File: config.mk
export PLATFORM = sky130hd
export DESIGN_NAME = i2c_wake_slave
export DESIGN_NICKNAME = d
export VERILOG_FILES = /design/src/rtl/i2cs_pkg.sv /design/src/rtl/i2cs_line_cond.sv /design/src/rtl/i2cs_bus_events.sv /design/src/rtl/i2c_wake_slave.sv
export SDC_FILE = /design/constraint.sdc
export NUM_CORES = 1
export LEC_CHECK = 0
export BUFFER_PORTS_ARGS = -buffer_cell sky130_fd_sc_hd__buf_4
export CAP_MARGIN = 20
export CORE_MARGIN = 5
export CORE_UTILIZATION = 52
export DETAILED_ROUTE_END_ITERATION = 12
export HOLD_SLACK_MARGIN = 0.02
export MAX_ROUTING_LAYER = met4
export PLACE_DENSITY = 0.76
export SLEW_MARGIN = 10
export SYNTH_ARGS = -nofsm -noshare
export SYNTH_HDL_FRONTEND = slang
export SYNTH_HIERARCHICAL = 1
export SYNTH_SLANG_ARGS = --single-unit
File: constraint.sdc
create_clock -name clk -period 2.2 [get_ports clk]
set_clock_uncertainty 0.15 [all_clocks]
set_input_delay 0.33 -clock clk [delete_from_list [all_inputs] [get_ports clk]]
set_output_delay 0.33 -clock clk [all_outputs]
set_load 0.1 [all_outputs]
File: src/rtl/i2cs_pkg.sv
package i2cs_pkg;

    localparam int ADDR_W   = 7;
    localparam int DATA_W   = 8;
    localparam int FILT_LEN = 3;

    typedef enum logic [3:0] {
        ST_IDLE,
        ST_ADDR,
        ST_ADDR_ACK,
        ST_RX,
        ST_RX_ACK,
        ST_RX_HOLD,
        ST_TX_HOLD,
        ST_TX,
        ST_TX_ACK
    } i2cs_state_e;

    typedef struct packed {
        logic start;
        logic stop;
        logic scl_rise;
        logic scl_fall;
        logic sda;
    } bus_ev_t;

    function automatic logic addr_hit(input logic [ADDR_W:0] frame,
                                      input logic [ADDR_W-1:0] own);
        return frame[ADDR_W:1] == own;
    endfunction

endpackage

File: src/rtl/i2cs_line_cond.sv
module i2cs_line_cond #(
    parameter int SYNC_STAGES = 2,
    parameter int FILT_LEN    = 3
) (
    input  logic clk,
    input  logic rst,
    input  logic raw_i,
    input  logic filt_en,
    input  logic bypass,
    output logic line_o
);
    localparam int RUN_W = $clog2(FILT_LEN + 1);

    logic [SYNC_STAGES-1:0] sync_q;
    logic [RUN_W-1:0]       run_q;
    logic                   filt_q;
    logic                   samp;

    assign samp = sync_q[SYNC_STAGES-1];

    always_ff @(posedge clk) begin
        if (rst) sync_q <= '1;
        else     sync_q <= {sync_q[SYNC_STAGES-2:0], raw_i};
    end

    // A new level is adopted after FILT_LEN consecutive differing samples.
    always_ff @(posedge clk) begin
        if (rst) begin
            run_q  <= '0;
            filt_q <= 1'b1;
        end else if (samp == filt_q) begin
            run_q <= '0;
        end else if (run_q == RUN_W'(FILT_LEN - 1)) begin
            filt_q <= samp;
            run_q  <= '0;
        end else begin
            run_q <= run_q + 1'b1;
        end
    end

    assign line_o = (filt_en && !bypass) ? filt_q : samp;

    assert_filter_settled_R8: assert property (@(posedge clk) disable iff (rst)
        (filt_q != $past(filt_q)) |-> ($past(samp) == filt_q && $past(samp, 2) == filt_q));

endmodule

File: src/rtl/i2cs_bus_events.sv
module i2cs_bus_events
    import i2cs_pkg::*;
(
    input  logic    clk,
    input  logic    rst,
    input  logic    scl,
    input  logic    sda,
    output bus_ev_t ev
);
    logic scl_q, sda_q;

    always_ff @(posedge clk) begin
        if (rst) begin
            scl_q <= 1'b1;
            sda_q <= 1'b1;
        end else begin
            scl_q <= scl;
            sda_q <= sda;
        end
    end

    always_comb begin
        ev.start    = scl_q & scl & sda_q & ~sda;
        ev.stop     = scl_q & scl & ~sda_q & sda;
        ev.scl_rise = scl & ~scl_q;
        ev.scl_fall = ~scl & scl_q;
        ev.sda      = sda;
    end

endmodule

File: src/rtl/i2c_wake_slave.sv
module i2c_wake_slave
    import i2cs_pkg::*;
#(
    parameter int SYNC_STAGES = 2,
    parameter int FLT_LEN     = FILT_LEN
) (
    input  logic              clk,
    input  logic              rst,
    input  logic              cfg_stretch,
    input  logic              cfg_filter,
    input  logic              cfg_wake,
    input  logic              cfg_comm,
    input  logic [ADDR_W-1:0] own_addr,
    input  logic              scl_i,
    input  logic              sda_i,
    output logic              scl_oe,
    output logic              sda_oe,
    input  logic [DATA_W-1:0] tx_data,
    input  logic              tx_load,
    output logic [DATA_W-1:0] rx_data,
    output logic              rx_ready,
    input  logic              rx_take,
    output logic              wake_irq,
    output logic              stop_seen
);
    localparam int CNT_W = $clog2(DATA_W + 1);
    localparam int NLINE = 2;

    logic [NLINE-1:0] raw_lines, cond_lines;
    bus_ev_t          ev;

    assign raw_lines = {sda_i, scl_i};

    for (genvar g = 0; g < NLINE; g++) begin : g_line
        i2cs_line_cond #(.SYNC_STAGES(SYNC_STAGES), .FILT_LEN(FLT_LEN)) u_cond (
            .clk    (clk),
            .rst    (rst),
            .raw_i  (raw_lines[g]),
            .filt_en(cfg_filter),
            .bypass (cfg_wake),
            .line_o (cond_lines[g])
        );
    end

    i2cs_bus_events u_ev (
        .clk(clk),
        .rst(rst),
        .scl(cond_lines[0]),
        .sda(cond_lines[1]),
        .ev (ev)
    );

    i2cs_state_e       state_q;
    logic [DATA_W-1:0] sh_q, rx_q, tx_q;
    logic [CNT_W-1:0]  cnt_q;
    logic              sda_low_q, scl_low_q, rw_q, nack_q;
    logic              rx_rdy_q, tx_full_q, wake_q, stop_q;
    logic              tx_go;

    assign tx_go = tx_full_q || !cfg_stretch;

    always_ff @(posedge clk) begin
        if (rst) begin
            state_q   <= ST_IDLE;
            sh_q      <= '0;
            rx_q      <= '0;
            tx_q      <= '0;
            cnt_q     <= '0;
            sda_low_q <= 1'b0;
            scl_low_q <= 1'b0;
            rw_q      <= 1'b0;
            nack_q    <= 1'b0;
            rx_rdy_q  <= 1'b0;
            tx_full_q <= 1'b0;
            wake_q    <= 1'b0;
            stop_q    <= 1'b0;
        end else begin
            wake_q <= 1'b0;
            stop_q <= 1'b0;
            if (tx_load) begin
                tx_q      <= tx_data;
                tx_full_q <= 1'b1;
            end
            if (rx_take) rx_rdy_q <= 1'b0;

            if (ev.stop) begin
                state_q   <= ST_IDLE;
                sda_low_q <= 1'b0;
                scl_low_q <= 1'b0;
                stop_q    <= 1'b1;
            end else if (ev.start) begin
                state_q   <= ST_ADDR;
                cnt_q     <= '0;
                sda_low_q <= 1'b0;
                scl_low_q <= 1'b0;
            end else begin
                unique case (state_q)
                    ST_IDLE: ;
                    ST_ADDR, ST_RX: begin
                        if (ev.scl_rise && cnt_q != CNT_W'(DATA_W)) begin
                            sh_q  <= {sh_q[DATA_W-2:0], ev.sda};
                            cnt_q <= cnt_q + 1'b1;
                        end else if (ev.scl_fall && cnt_q == CNT_W'(DATA_W)) begin
                            if (state_q == ST_RX) begin
                                rx_q      <= sh_q;
                                rx_rdy_q  <= 1'b1;
                                sda_low_q <= 1'b1;
                                state_q   <= ST_RX_ACK;
                            end else begin
                                rw_q <= sh_q[0];
                                if (addr_hit(sh_q, own_addr) && cfg_wake) begin
                                    wake_q  <= 1'b1;
                                    state_q <= ST_IDLE;
                                end else if (addr_hit(sh_q, own_addr) && cfg_comm) begin
                                    sda_low_q <= 1'b1;
                                    state_q   <= ST_ADDR_ACK;
                                end else begin
                                    state_q <= ST_IDLE;
                                end
                            end
                        end
                    end
                    ST_ADDR_ACK, ST_TX_ACK: begin
                        if (ev.scl_rise) nack_q <= ev.sda;
                        if (ev.scl_fall) begin
                            sda_low_q <= 1'b0;
                            if (state_q == ST_ADDR_ACK && !rw_q) begin
                                state_q <= ST_RX;
                                cnt_q   <= '0;
                            end else if (state_q == ST_TX_ACK && nack_q) begin
                                state_q <= ST_IDLE;
                            end else if (tx_go) begin
                                sh_q      <= tx_q;
                                sda_low_q <= ~tx_q[DATA_W-1];
                                tx_full_q <= 1'b0;
                                cnt_q     <= '0;
                                state_q   <= ST_TX;
                            end else begin
                                scl_low_q <= 1'b1;
                                state_q   <= ST_TX_HOLD;
                            end
                        end
                    end
                    ST_RX_ACK: begin
                        if (ev.scl_fall) begin
                            sda_low_q <= 1'b0;
                            cnt_q     <= '0;
                            if (cfg_stretch && rx_rdy_q && !rx_take) begin
                                scl_low_q <= 1'b1;
                                state_q   <= ST_RX_HOLD;
                            end else begin
                                state_q <= ST_RX;
                            end
                        end
                    end
                    ST_RX_HOLD: begin
                        if (!rx_rdy_q) begin
                            scl_low_q <= 1'b0;
                            state_q   <= ST_RX;
                        end
                    end
                    ST_TX_HOLD: begin
                        if (tx_full_q) begin
                            sh_q      <= tx_q;
                            sda_low_q <= ~tx_q[DATA_W-1];
                            tx_full_q <= 1'b0;
                            cnt_q     <= '0;
                            scl_low_q <= 1'b0;
                            state_q   <= ST_TX;
                        end
                    end
                    ST_TX: begin
                        if (ev.scl_rise) begin
                            cnt_q <= cnt_q + 1'b1;
                        end else if (ev.scl_fall) begin
                            if (cnt_q == CNT_W'(DATA_W)) begin
                                sda_low_q <= 1'b0;
                                state_q   <= ST_TX_ACK;
                            end else begin
                                sh_q      <= sh_q << 1;
                                sda_low_q <= ~sh_q[DATA_W-2];
                            end
                        end
                    end
                    default: state_q <= ST_IDLE;
                endcase
            end
        end
    end

    assign scl_oe    = scl_low_q;
    assign sda_oe    = sda_low_q;
    assign rx_data   = rx_q;
    assign rx_ready  = rx_rdy_q;
    assign wake_irq  = wake_q;
    assign stop_seen = stop_q;

    assert_scl_hold_needs_cfg_R7: assert property (@(posedge clk) disable iff (rst)
        scl_low_q |-> cfg_stretch);

    assert_wake_nak_R9: assert property (@(posedge clk) disable iff (rst)
        wake_q |-> (!sda_low_q && state_q == ST_IDLE));

    assert_comm_gate_R4: assert property (@(posedge clk) disable iff (rst)
        (state_q == ST_ADDR_ACK) |-> (cfg_comm && !cfg_wake));

    assert_stop_release_R2: assert property (@(posedge clk) disable iff (rst)
        ev.stop |=> (!sda_low_q && !scl_low_q && stop_q));

    assert_no_data_in_wake_R9: assert property (@(posedge clk) disable iff (rst)
        (cfg_wake && $past(cfg_wake)) |-> !$rose(rx_rdy_q));

endmodule

==> summary by stage, run 1 <==
Outcome
The run finished with clean final reports.

Setup path
STA classifies the critical path endpoint as a flop. The slowest stage cell on the critical path is dfxtp_2. In this run the worst path has a maximum fanout of 8. The critical setup path kind is flop to flop. The number of cells on the worst reg-to-reg path is 9. The largest incremental delay on the critical path is 0.34 ns. In this run the critical register-to-register path is launched from g_line[0].u_cond/sync_q[1]. For the worst setup path, the data arrival time is 2.26 ns.

Data on the critical path is required at its endpoint by 2.27 ns. For flop-to-flop paths, the worst setup slack is 0.01 ns. The endpoint identified for the worst register-to-register timing path is sh_q[3]. Walking the worst path, the cells encountered are mux2_4 > nor2b_4 > buf_6 > nand2_4 > a2111oi_4 > buf_4 > buf_12 > a21oi_1 > a311oi_1. STA classifies the critical path startpoint as a flop.

CTS
The clock-pin slew on the worst setup and hold paths is 0.10 ns. The total clock sinks is 52. The cts-stage hold buffer count is 0. Buffers inserted during clock tree synthesis total 5. The maximum level of the CTS H-tree is 2. At the later pin of the worst-skew pair, clock insertion delay measures 0.31 ns. The tree is rooted in a clkbuf_8. TritonCTS built the clock tree. No sink is reached through more buffers than the 2 on the longest clock path.

Floorplanning
The die extent in y is 85.3 um. The placement row count is 27. The die extent in x is 85.3 um.

During I/O placement, the number of pins put on the boundary was 38. The area of the die is 7270 um2. The starting utilization of the core area is 0.535. The core region is 5510 um2.

Synthesis
The synthesized flop and latch total is 52. The cell taking the most area after synthesis is dfxtp_1. The number of nets in the synthesized netlist is 358.

The combined area of all synthesized cells is 2950 um2. For this run, the register share of the synthesized area comes to 0.353. The fraction of post-synthesis cell area in the top cell type by area is 0.353.

The count of flip-flops with a built-in enable after synthesis is 0. The unique cell type count in the Yosys netlist is 63. A synthesized cell averages 8.96 um2.

The Yosys step of the flow raised 6 warnings. The top flip-flop cell by instance count after synthesis is dfxtp_1. Counting flops with an async set or reset pin after synthesis yields a share of 0. The instance count of the mapped netlist is 329. By area the synthesized netlist is led by dfxtp_1 35%, mux2i_1 9.5%, nor2_1 4.1%, a21oi_1 3.2%, a311oi_1 3.0%.

Finish
The post-synthesis to final-layout area growth is 34.2%. The count of placed standard cells in the final layout, fillers left out is 478. At the end of the flow the core is filled with cells to 0.718.

Fill cells in the final layout number 404. Of the cells placed in the final design, the portion with a size suffix greater than 1 is 0.377. The net count of the finished layout is 434. The antenna diode instance count is 0.

GRT
The via count of the first global-routing pass came to 2691. In the global route stage, met3 resource usage came out at 0.0350. The met2 capacity usage during global routing is 0.383. The highest-utilization routing layer at the global route stage is met2. Entering global routing, the biggest net connects 28 pins. For this run, the total global-route usage over all layers was measured as 0.231. The met1 global-route usage is 0.285. The wire length of the first global-routing pass is 13200 um. The initial antenna violation count is 0. Summed over all layers, the global routing overflow is 0.

Min path
In this run the worst hold path is classified as primary input to flop. The worst hold path endpoint is g_line[1].u_cond/sync_q[0]. The worst hold path depth is 2. The startpoint of the worst hold path is sda_i.

Route
Wires add up to 8540 um. The number of iterations in the first detailed-routing pass is 4. Summing over every cut layer, the via total after detailed routing is 2839. The count of nets left with antenna violations once routing finished came out at 0. After detailed routing, the number of vias per cell comes to 5.94.

The number of violations reported at the end of detailed-routing iteration 0 is 138. Dividing the detail-routed wire length by the instance count gives 17.9 um. For this run, design rule violations remaining after detail routing come to 0.

Pwr
The areal power density over the cells is 978 nW/um2. The leakage power is 1.66 nW. IR analysis of the VDD net gives a maximum drop of 0.695 mV. The design draws 3.87 mW.

STA
At the pin with the least slew margin, the transition time is 0.489 ns. The tightest hold path in the finished design has a slack of 0.0575 ns. Setup violations remaining at the end of the flow were counted as 0. The maximum clock frequency is 0.457 GHz. Subtracting the final worst setup slack from the clock period gives 2.19 ns. Of the available clock period, the critical path in the final layout requires 0.994. The number of hold violations in the final report came to 0. Setup repair after global routing could not meet its margin everywhere. The number of pins exceeding their max-slew limit in the final report is 0.

The worst-case headroom to the max-slew limit is 0.672.

Place
The congestion estimate from routability-driven global placement came to 0.943. After detailed placement, the design holds a cell count of 462. The number of buffers inserted by port buffering is 37.

Detailed placement ended at an HPWL of 6240 um.

Job
The total of max-cap violations is 0.
-- cell families (layout without fill, tap and decap cells) --
kind of cell               after synthesis  after routing  synth area share
muxes                                   30             30             0.103
xor gates and xnor gates                10             10            0.0297
adders and majority gates                4              4            0.0170
and+or+nand+nor                        123            123             0.241
DFF                                     52             52             0.353
buffers and inverters                   31            108            0.0573
AOI/OAI and AO/OA                       79             79             0.199
-- routing by layer --
layer,part of all wire,vias to the layer above
met4,0.019,0
met3,0.055,14
met1,0.43,1366
li1,-,1361
met2,0.50,98
met5,0,-
-- layout by cell type, fill, tap and decap left out, drive strengths merged, types with 8 or more instances in the layout --
master	Yosys	routed
a211oi	9	9
a21oi	22	22
a311oi	10	10
buf	13	90
dfxtp	52	52
inv	9	10
mux2i	28	28
nand2	10	10
nor2	32	32
nor2b	11	11
o21ai	12	12
or2	8	8
xnor2	8	8
-- registers in the layout, indices dropped and copies added (netlist names) --
signal	count
u_ev/scl_q	1
scl_oe	1
sh_q	8
tx_full_q	1
g_line.u_cond/filt_q	2
rx_ready	1
state_q	4
g_line.u_cond/sync_q	4
wake_irq	1
rw_q	1
g_line.u_cond/run_q	4
stop_seen	1
rx_data	8
cnt_q	4
nack_q	1
u_ev/sda_q	1
sda_oe	1
tx_q	8
-- per-stage QoR --
step | instance area (um2) | setup slack, ns | TNS, ns
2_1_floorplan | 3030 | -0.0838 | -0.0838
3_3_place_gp | 3610 | -0.318 | -5.69
3_5_place_dp | 3610 | -0.450 | -7.57
4_1_cts | 3770 | -0.0397 | -0.0483
5_1_grt | 3960 | -0.108 | -0.659
6_report | 3960 | 0.0141 | 0
-- worst max-delay path by stage --
stage | start | endpoint
3_5_place_dp | cfg_wake | sh_q[6]
2_1_floorplan | cfg_wake | sh_q[5]
4_1_cts | g_line[0].u_cond/filt_q | sh_q[6]
3_3_place_gp | cfg_wake | sh_q[3]
6_report | g_line[0].u_cond/sync_q[1] | sh_q[3]
5_1_grt | g_line[0].u_cond/sync_q[1] | sh_q[2]
-- worst max-delay path: cells and delay by family (launching register included) --
| kind | cells | cell delay [ns] |
|---|---|---|
| flip-flops | 1 | 0.34 |
| AND/OR/NAND/NOR | 2 | 0.20 |
| multiplexers | 1 | 0.29 |
| buffers and inverters | 3 | 0.49 |
| AO/OA/AOI/OAI | 3 | 0.62 |
-- where the power goes --
part | internal [mW] | switching, mW | total [mW]
Sequential | 1.06 | 0.171 | 1.24
Clock | 0.258 | 0.316 | 0.573
Combinational | 1.01 | 1.05 | 2.06
-- cell usage after synthesis (6+ instances only) --
cell,number
dfxtp_1,52
a21oi_1,19
nor2_1,32
clkbuf_1,9
nand3_1,7
mux2i_1,28
nand2b_1,6
nand3b_1,6
xnor2_1,8
nor4_1,7
nor3_1,7
inv_1,9
nor2b_1,11
o21ai_0,12
a311oi_1,10
a211oi_1,9
nand2_1,10
-- timing repair --
item / CTS / global route
gates resized for setup: 7 / 33
setup buffers: 3 / 4
gates cloned: 0 / 2
pin swaps: 1 / 12
setup endpoints to repair: 11 / 22
-- area by class of cell --
cell class / instances / area, um2 / area share
Timing Repair Buffer: 91 / 759 / 0.192
Clock inverter: 2 / 13.8 / 0.00348
Clock buffer: 6 / 82.6 / 0.0209
Tap cell: 72 / 90.1 / 0.0228
Inverter: 9 / 33.8 / 0.00854
Multi-Input combinational cell: 246 / 1920 / 0.486
Sequential cell: 52 / 1050 / 0.266
(Power assumes the default switching activity.)
==> inputs of run 2 (changes only) <==
- CAP_MARGIN: 20 -> 30
- CORE_UTILIZATION: 52 -> 43
- PLACE_DENSITY: 0.76 -> not set
- clock period: 2.2 -> 1.9 ns (I/O delays scaled with it)
==> run 2 against run 1 <==
Compared with the run above: the flow now finishes with violations (negative setup slack); fmax up 2.0%; combinational power up 59%; final area up 21%; register-to-register slack worse by 0.26 ns; setup slack worse by 0.26 ns; critical path depth unchanged; worst hold slack better by 0.0059 ns; global-route usage down 1.2 points; total power up 38%; clock-buffer cell count unchanged; highest routed layer unchanged.
==> summary by stage, run 2 (synthesis results as in run 1) <==
Outcome
The flow ran to the end, but the final reports show violations. The final reports fail on negative setup slack.

STA
Setup repair after global routing could not meet its margin everywhere. The number of hold violations in the final report is 0 (unchanged). The final critical-path share of the clock period is 1.13 (+0.134). The setup slack after layout was -0.243 ns (-0.257 ns). The total setup violations reported at the end of the flow is 28 (+28). The number of pins exceeding their max-slew limit in the final report is 0 (unchanged).

The slew at the pin closest to its max-slew limit was 0.458 ns (-0.0313 ns). The worst-case headroom to the max-slew limit is 0.693 (+0.0210). The maximum clock frequency was 0.467 GHz (+2.0%). The shortest period the worst path allows was 2.14 ns (-0.0426 ns).

Setup path
The worst setup path is captured at a flop. The critical path goes through mux2_4 > nor2b_4 > buf_6 > nand3b_1 > a221oi_4 > buf_6 > buf_12 > a21oi_2 > a311oi_1. The critical setup path kind is flop to flop.

The cell family with the largest share of critical-path delay is compound AO/OA/AOI/OAI gates. The largest incremental delay on the critical path came to 0.33 ns (about the same). The maximum fanout along the worst path is 5 (-3). The cell type with the highest occurrence count on the critical path is buf_6. STA classifies the critical path startpoint as a flop. The data required time at the worst endpoint is 1.95 ns (-0.32 ns). The buffering stage count on the worst path with inverters included is 3 (unchanged). Among all stages on the critical path, the largest delay is contributed by dfxtp_2. The arrival time of data at the critical path endpoint is 2.20 ns (-0.06 ns).

Pwr
The areal power density over the cells came to 1120 nW/um2 (+15%). The leakage power is 2.01 nW (+21%). The maximum VDD drop is 0.671 mV (-3.4%).

GRT
The maximum number of pins on one net before global-route repair is 50 (+79%). The initial antenna violation count is 0 (unchanged). The total global-route track usage is 0.218 (-0.0125). The total congestion overflow is 0 (unchanged).

The via count of the first global-routing pass came to 2984 (+11%). The wire length of the first global-routing pass is 14800 um (+12%).

Job
The total of max-cap violations is 0 (unchanged).

CTS
The CTS root buffer is clkbuf_8. The CTS tree is yes. The maximum level of the CTS H-tree is 2 (unchanged). The buffer levels on the longest clock path came to 2 (unchanged).

The total clock sinks is 52 (unchanged). The number of buffers created by CTS is 5 (unchanged). The clock-pin slew on the worst setup and hold paths is 0.10 ns (about the same). The source-to-sink clock delay at the later pin of the worst-skew pair came to 0.30 ns (about the same).

Finish
The final layout net count is 489 (+13%). The library cell used most frequently in the layout, excluding fill and tap cells, is buf_4. In the layout the commonest cells are 119 x buf_4, 40 x dfxtp_1, 29 x nor2_1.

From synthesis to final layout, the design area changed by 61.7%. The antenna diode instance count is 0 (unchanged). The layout filler cell count is 491 (+22%). The area taken by multi-input logic gates is 2240 um2 (+16%). The combined flip-flop and latch cell area is 1070 um2 (+1.5%).

The design area was 4770 um2 (+21%). The share of post-route cells with drive strength above 1 is 0.553 (+0.176).

Place
The number of buffers inserted by port buffering was 37 (unchanged). The routability congestion estimate from global placement was 0.869 (-7.8%). The placed instance area is 3950 um2 (+9.2%). The half-perimeter wire length after placement was 6370 um (+2.1%). The pre-CTS setup slack is -0.499 ns (-0.0490 ns).

Floorplanning
The placement row count was 30 (+11%). The starting utilization of the core area is 0.439 (-0.0966). The area of the die was 8610 um2 (+18%). The die extent in x came to 92.8 um (+8.8%). The die extent in y was 92.8 um (+8.8%). The boundary pin count came to 38 (unchanged). The standard cell core area was 6720 um2 (+22%).

Route
The DRC violation count after routing came to 0 (unchanged). The total detailed-routing wirelength is 9460 um (+11%). The number of vias per cell after detailed routing is 5.55 (-6.6%). The number of iterations in the first detailed-routing pass came to 4 (unchanged). The via count of the routed design is 3002 (+5.7%).

The number of violations reported at the end of detailed-routing iteration 0 is 86 (-38%). The routed wire length per instance is 17.5 um (-2.1%). The post-route antenna net violation count came to 0 (unchanged).

Min path
The worst min-delay path class is primary input to flop.
[run 2: changes by cell type in the layout (fill, tap and decap cells not counted), moves of 4 or more]
| cell | delta |
|---|---|
| buf_4 | +37 |
| buf_6 | +18 |
| a211oi_1 | -4 |
| a21oi_2 | +7 |
| a21oi_1 | -9 |
| dfxtp_4 | +4 |
| nand3_1 | -4 |
| dfxtp_1 | -5 |
[run 2: cell type report]
type,count,share of cell area
multi-input combinational,246,0.470
timing repair buffer,146,0.258
sequential,52,0.224
tap,80,0.0210
clock buffer,6,0.0173
inverter,9,0.00709
clock inverter,2,0.00289
[run 2: final timing paths]
kind,from,end,slack [ns],cells past startpoint
min reg2reg,g_line[0].u_cond/sync_q[0],g_line[0].u_cond/sync_q[1],0.27,1
max,g_line[0].u_cond/filt_q,sh_q[4],-0.24,9
min,tx_data[3],tx_q[3],0.06,3
max reg2reg,g_line[0].u_cond/filt_q,sh_q[4],-0.24,9
[run 2: routing by layer]
layer,vias up,routed length [um],part of all wire,global-route usage
met2,48,4970,0.53,0.373
met1,1469,4130,0.44,0.273
li1,1473,-,-,-
met4,0,122,0.013,0.0574
met3,12,241,0.025,0.0276
met5,-,0,0,-
[run 2: worst register-to-register path, stage by stage, from the launching register on]
cell	delay, ns
dfxtp_2	0.33
mux2_4	0.30
nor2b_4	0.13
buf_6	0.14
nand3b_1	0.13
a221oi_4	0.30
buf_6	0.18
buf_12	0.11
a21oi_2	0.05
a311oi_1	0.23
[run 2: repair_timing]
item                       4_1_cts  5_1_grt
hold endpoints to repair         2        0
setup buffers                   18       12
pin swaps                       31       28
gates resized for setup         86       51
setup endpoints to repair       31       31
cloned                           3        0
hold buffers                     2        0
[run 2: report_power, final]
part	total (mW)	switching (mW)	internal (mW)
Combinational	3.27	1.59	1.68
Clock	0.684	0.385	0.299
Sequential	1.39	0.156	1.24
Total	5.35	2.13	3.22
[run 2: through the flow]
stage                     setup TNS [ns]  utilization  power, mW  std cells  hold slack [ns]
after global routing               -5.22        0.709       5.61        541           0.0711
after detailed placement          -12.22        0.588       3.84        505            0.252
final                              -3.37        0.709       5.35        541           0.0635
after CTS                          -2.81        0.670       4.98        532           0.0567
after global placement            -11.86        0.588       3.81        505            0.244
after floorplan                    -5.73            -       2.81        329            0.212
==> inputs of run 3 (changes only) <==
- GPL_TIMING_DRIVEN: not set -> 0
==> run 3 against run 2 <==
Compared with the run above: the run still ends with negative setup slack left; fmax up 0.95%; final cell count down 10%; combinational power is 18% lower; sequential share of layout area increased by 2.5 points; utilization down 7.2 points; setup slack improved by 0.020 ns; first-iteration DRC count rose by 28%; sequential cell count unchanged; critical endpoint is now scl_oe; largest power group unchanged.
==> summary by stage, run 3 (synthesis results as in run 1) <==
STA
The maximum clock frequency is 0.471 GHz (+0.95%). The shortest period the worst path allows came to 2.12 ns (-0.0201 ns). The final critical-path share of the clock period is 1.12 (-0.0106). The setup slack after layout came to -0.223 ns (+0.0201 ns). The number of hold violations in the final report is 0 (unchanged). The slew at the pin closest to its max-slew limit is 0.651 ns (+0.193 ns). Setup repair after global routing could not meet its margin everywhere.

The number of pins exceeding their max-slew limit in the final report is 0 (unchanged). The total setup violations reported at the end of the flow is 29 (+3.6%). The worst-case headroom to the max-slew limit came to 0.566 (-0.127).

The aggregate negative setup slack is -3.85 ns (-0.482 ns).

GRT
The maximum number of pins on one net before global-route repair is 16 (-68%). The wire length of the first global-routing pass is 13900 um (-5.9%). The initial antenna violation count is 0 (unchanged). The total congestion overflow was 0 (unchanged). The via count of the first global-routing pass is 2788 (-6.6%).

The total global-route track usage is 0.206 (-0.0122).

Setup path
The kind of start point of the critical path is a flop. The largest incremental delay on the critical path was 0.42 ns (+0.09 ns). The endpoint class of the critical path is a flop.

The arrival time of data at the critical path endpoint is 2.16 ns (-0.04 ns). The buffering stage count on the worst path with inverters included is 2 (-1). Traced cell by cell, the critical path runs through mux2_4 > nor2b_4 > buf_6 > buf_4 > a211oi_2 > or2_4 > a2111o_1 > mux2i_1.

The setup path with the least slack is of type flop to flop. The slowest stage of the critical path belongs to the cell a2111o_1. The maximum fanout along the worst path is 7 (+2).

The data required time at the worst endpoint is 1.94 ns (about the same). The kind of cell with the highest combined delay along the critical path is compound AO/OA/AOI/OAI gates.

Finish
The area taken by multi-input logic gates is 2200 um2 (-1.5%). The post-synthesis to final-layout area growth is 45.4%. The layout filler cell count is 572 (+16%). The share of post-route cells with drive strength above 1 is 0.466 (-0.0876). Leaving out fill and tap cells, the most frequent cell in the layout is buf_4. The antenna diode instance count is 0 (unchanged). The combined flip-flop and latch cell area is 1070 um2 (-0.12%). The final layout net count was 435 (-11%). In the layout the commonest cells are 67 x buf_4, 37 x dfxtp_1, 28 x nor2_1.

The share of the core filled with cells in the final layout is 0.638 (-0.0715).

Floorplanning
The starting utilization of the core area came to 0.439 (unchanged). The die extent in x is 92.8 um (unchanged). The placement row count was 30 (unchanged). The standard cell core area is 6720 um2 (unchanged).

The area of the die is 8610 um2 (unchanged). The boundary pin count is 38 (unchanged). The die extent in y was 92.8 um (unchanged).

Pwr
The leakage power was 1.68 nW (-17%). The areal power density over the cells came to 1150 nW/um2 (+2.6%). The total power consumption of the routed design was 4.93 mW (-7.8%). The maximum VDD drop is 0.706 mV (+5.3%).

CTS
The tree is rooted in a clkbuf_8. TritonCTS built the clock tree. The number of buffers created by CTS is 5 (unchanged).

The buffer levels on the longest clock path is 2 (unchanged). The clock-pin slew on the worst setup and hold paths is 0.09 ns (about the same). The source-to-sink clock delay at the later pin of the worst-skew pair is 0.30 ns (about the same). The maximum level of the CTS H-tree is 2 (unchanged). The total clock sinks is 52 (unchanged).

Route
The routed wire length per instance is 17.8 um (+1.5%). The number of violations reported at the end of detailed-routing iteration 0 is 110 (+28%). The number of vias per cell after detailed routing is 5.76 (+3.9%). The post-route antenna net violation count is 0 (unchanged).

The DRC violation count after routing was 0 (unchanged). The total detailed-routing wirelength is 8630 um (-8.8%). The number of iterations in the first detailed-routing pass is 4 (unchanged).

The via count of the routed design is 2801 (-6.7%).

Place
The half-perimeter wire length after placement came to 5970 um (-6.3%). The number of buffers inserted by port buffering is 36 (-2.7%). The routability congestion estimate from global placement is 0.937 (+7.9%). The pre-CTS setup slack is -0.816 ns (-0.317 ns).

Min path
The worst hold path belongs to the class primary input to flop.

Outcome
The run finished, with violations left. The final reports fail on negative setup slack.

Job
The total of max-cap violations is 0 (unchanged).
run 3: metal layers:
| layer | track usage | wire length (um) |
|---|---|---|
| met1 | 0.248 | 3760 |
| met2 | 0.356 | 4440 |
| met3 | 0.0325 | 235 |
| met4 | 0.0611 | 195 |
| met5 | - | 0 |
run 3: tightest hold or removal path: cells and delay by family:
kind / cells / cell delay (ns)
simple gates: 1 / 0.07
mux: 1 / 0.05
buf+inv: 1 / 0.08
run 3: report_power, final:
part	internal [mW]	leakage, nW	switching (mW)
clock	0.466	0.0624	0.351
combinational	1.28	1.19	1.41
sequential	1.24	0.428	0.182
total	2.99	1.68	1.94
run 3: area by class of cell:
type	instances	area share
Sequential cell	52	0.249
Buffer	21	0.0391
Clock inverter	1	0.00701
Timing Repair Buffer	71	0.137
Multi-Input combinational cell	246	0.514
Tap cell	80	0.0234
Inverter	9	0.00788
Clock buffer	6	0.0219
run 3: path summary, 6_finish.rpt:
kind                              start                    endpoint  slack, ns  cells after the start
min                          tx_data[5]                     tx_q[5]       0.06                      3
min reg2reg  g_line[1].u_cond/sync_q[0]  g_line[1].u_cond/sync_q[1]       0.27                      1
max reg2reg  g_line[0].u_cond/sync_q[1]                      scl_oe      -0.22                      8
max          g_line[0].u_cond/sync_q[1]                      scl_oe      -0.22                      8
run 3: timing repair:
| action | CTS | global route |
|---|---|---|
| pin swaps | 12 | 24 |
| hold buffers | 2 | 0 |
| hold endpoints to repair | 2 | 0 |
| cloned | 2 | 0 |
| setup buffers | 19 | 13 |
| setup endpoints to repair | 30 | 30 |
| gates resized for setup | 53 | 54 |
run 3: metrics by stage:
step	instance area, um2	cells	hold slack [ns]
floorplan	3060	329	0.212
global placement	3430	445	0.242
detailed placement	3430	445	0.244
CTS	3980	475	0.0603
global route	4290	486	0.0710
finish	4290	486	0.0639
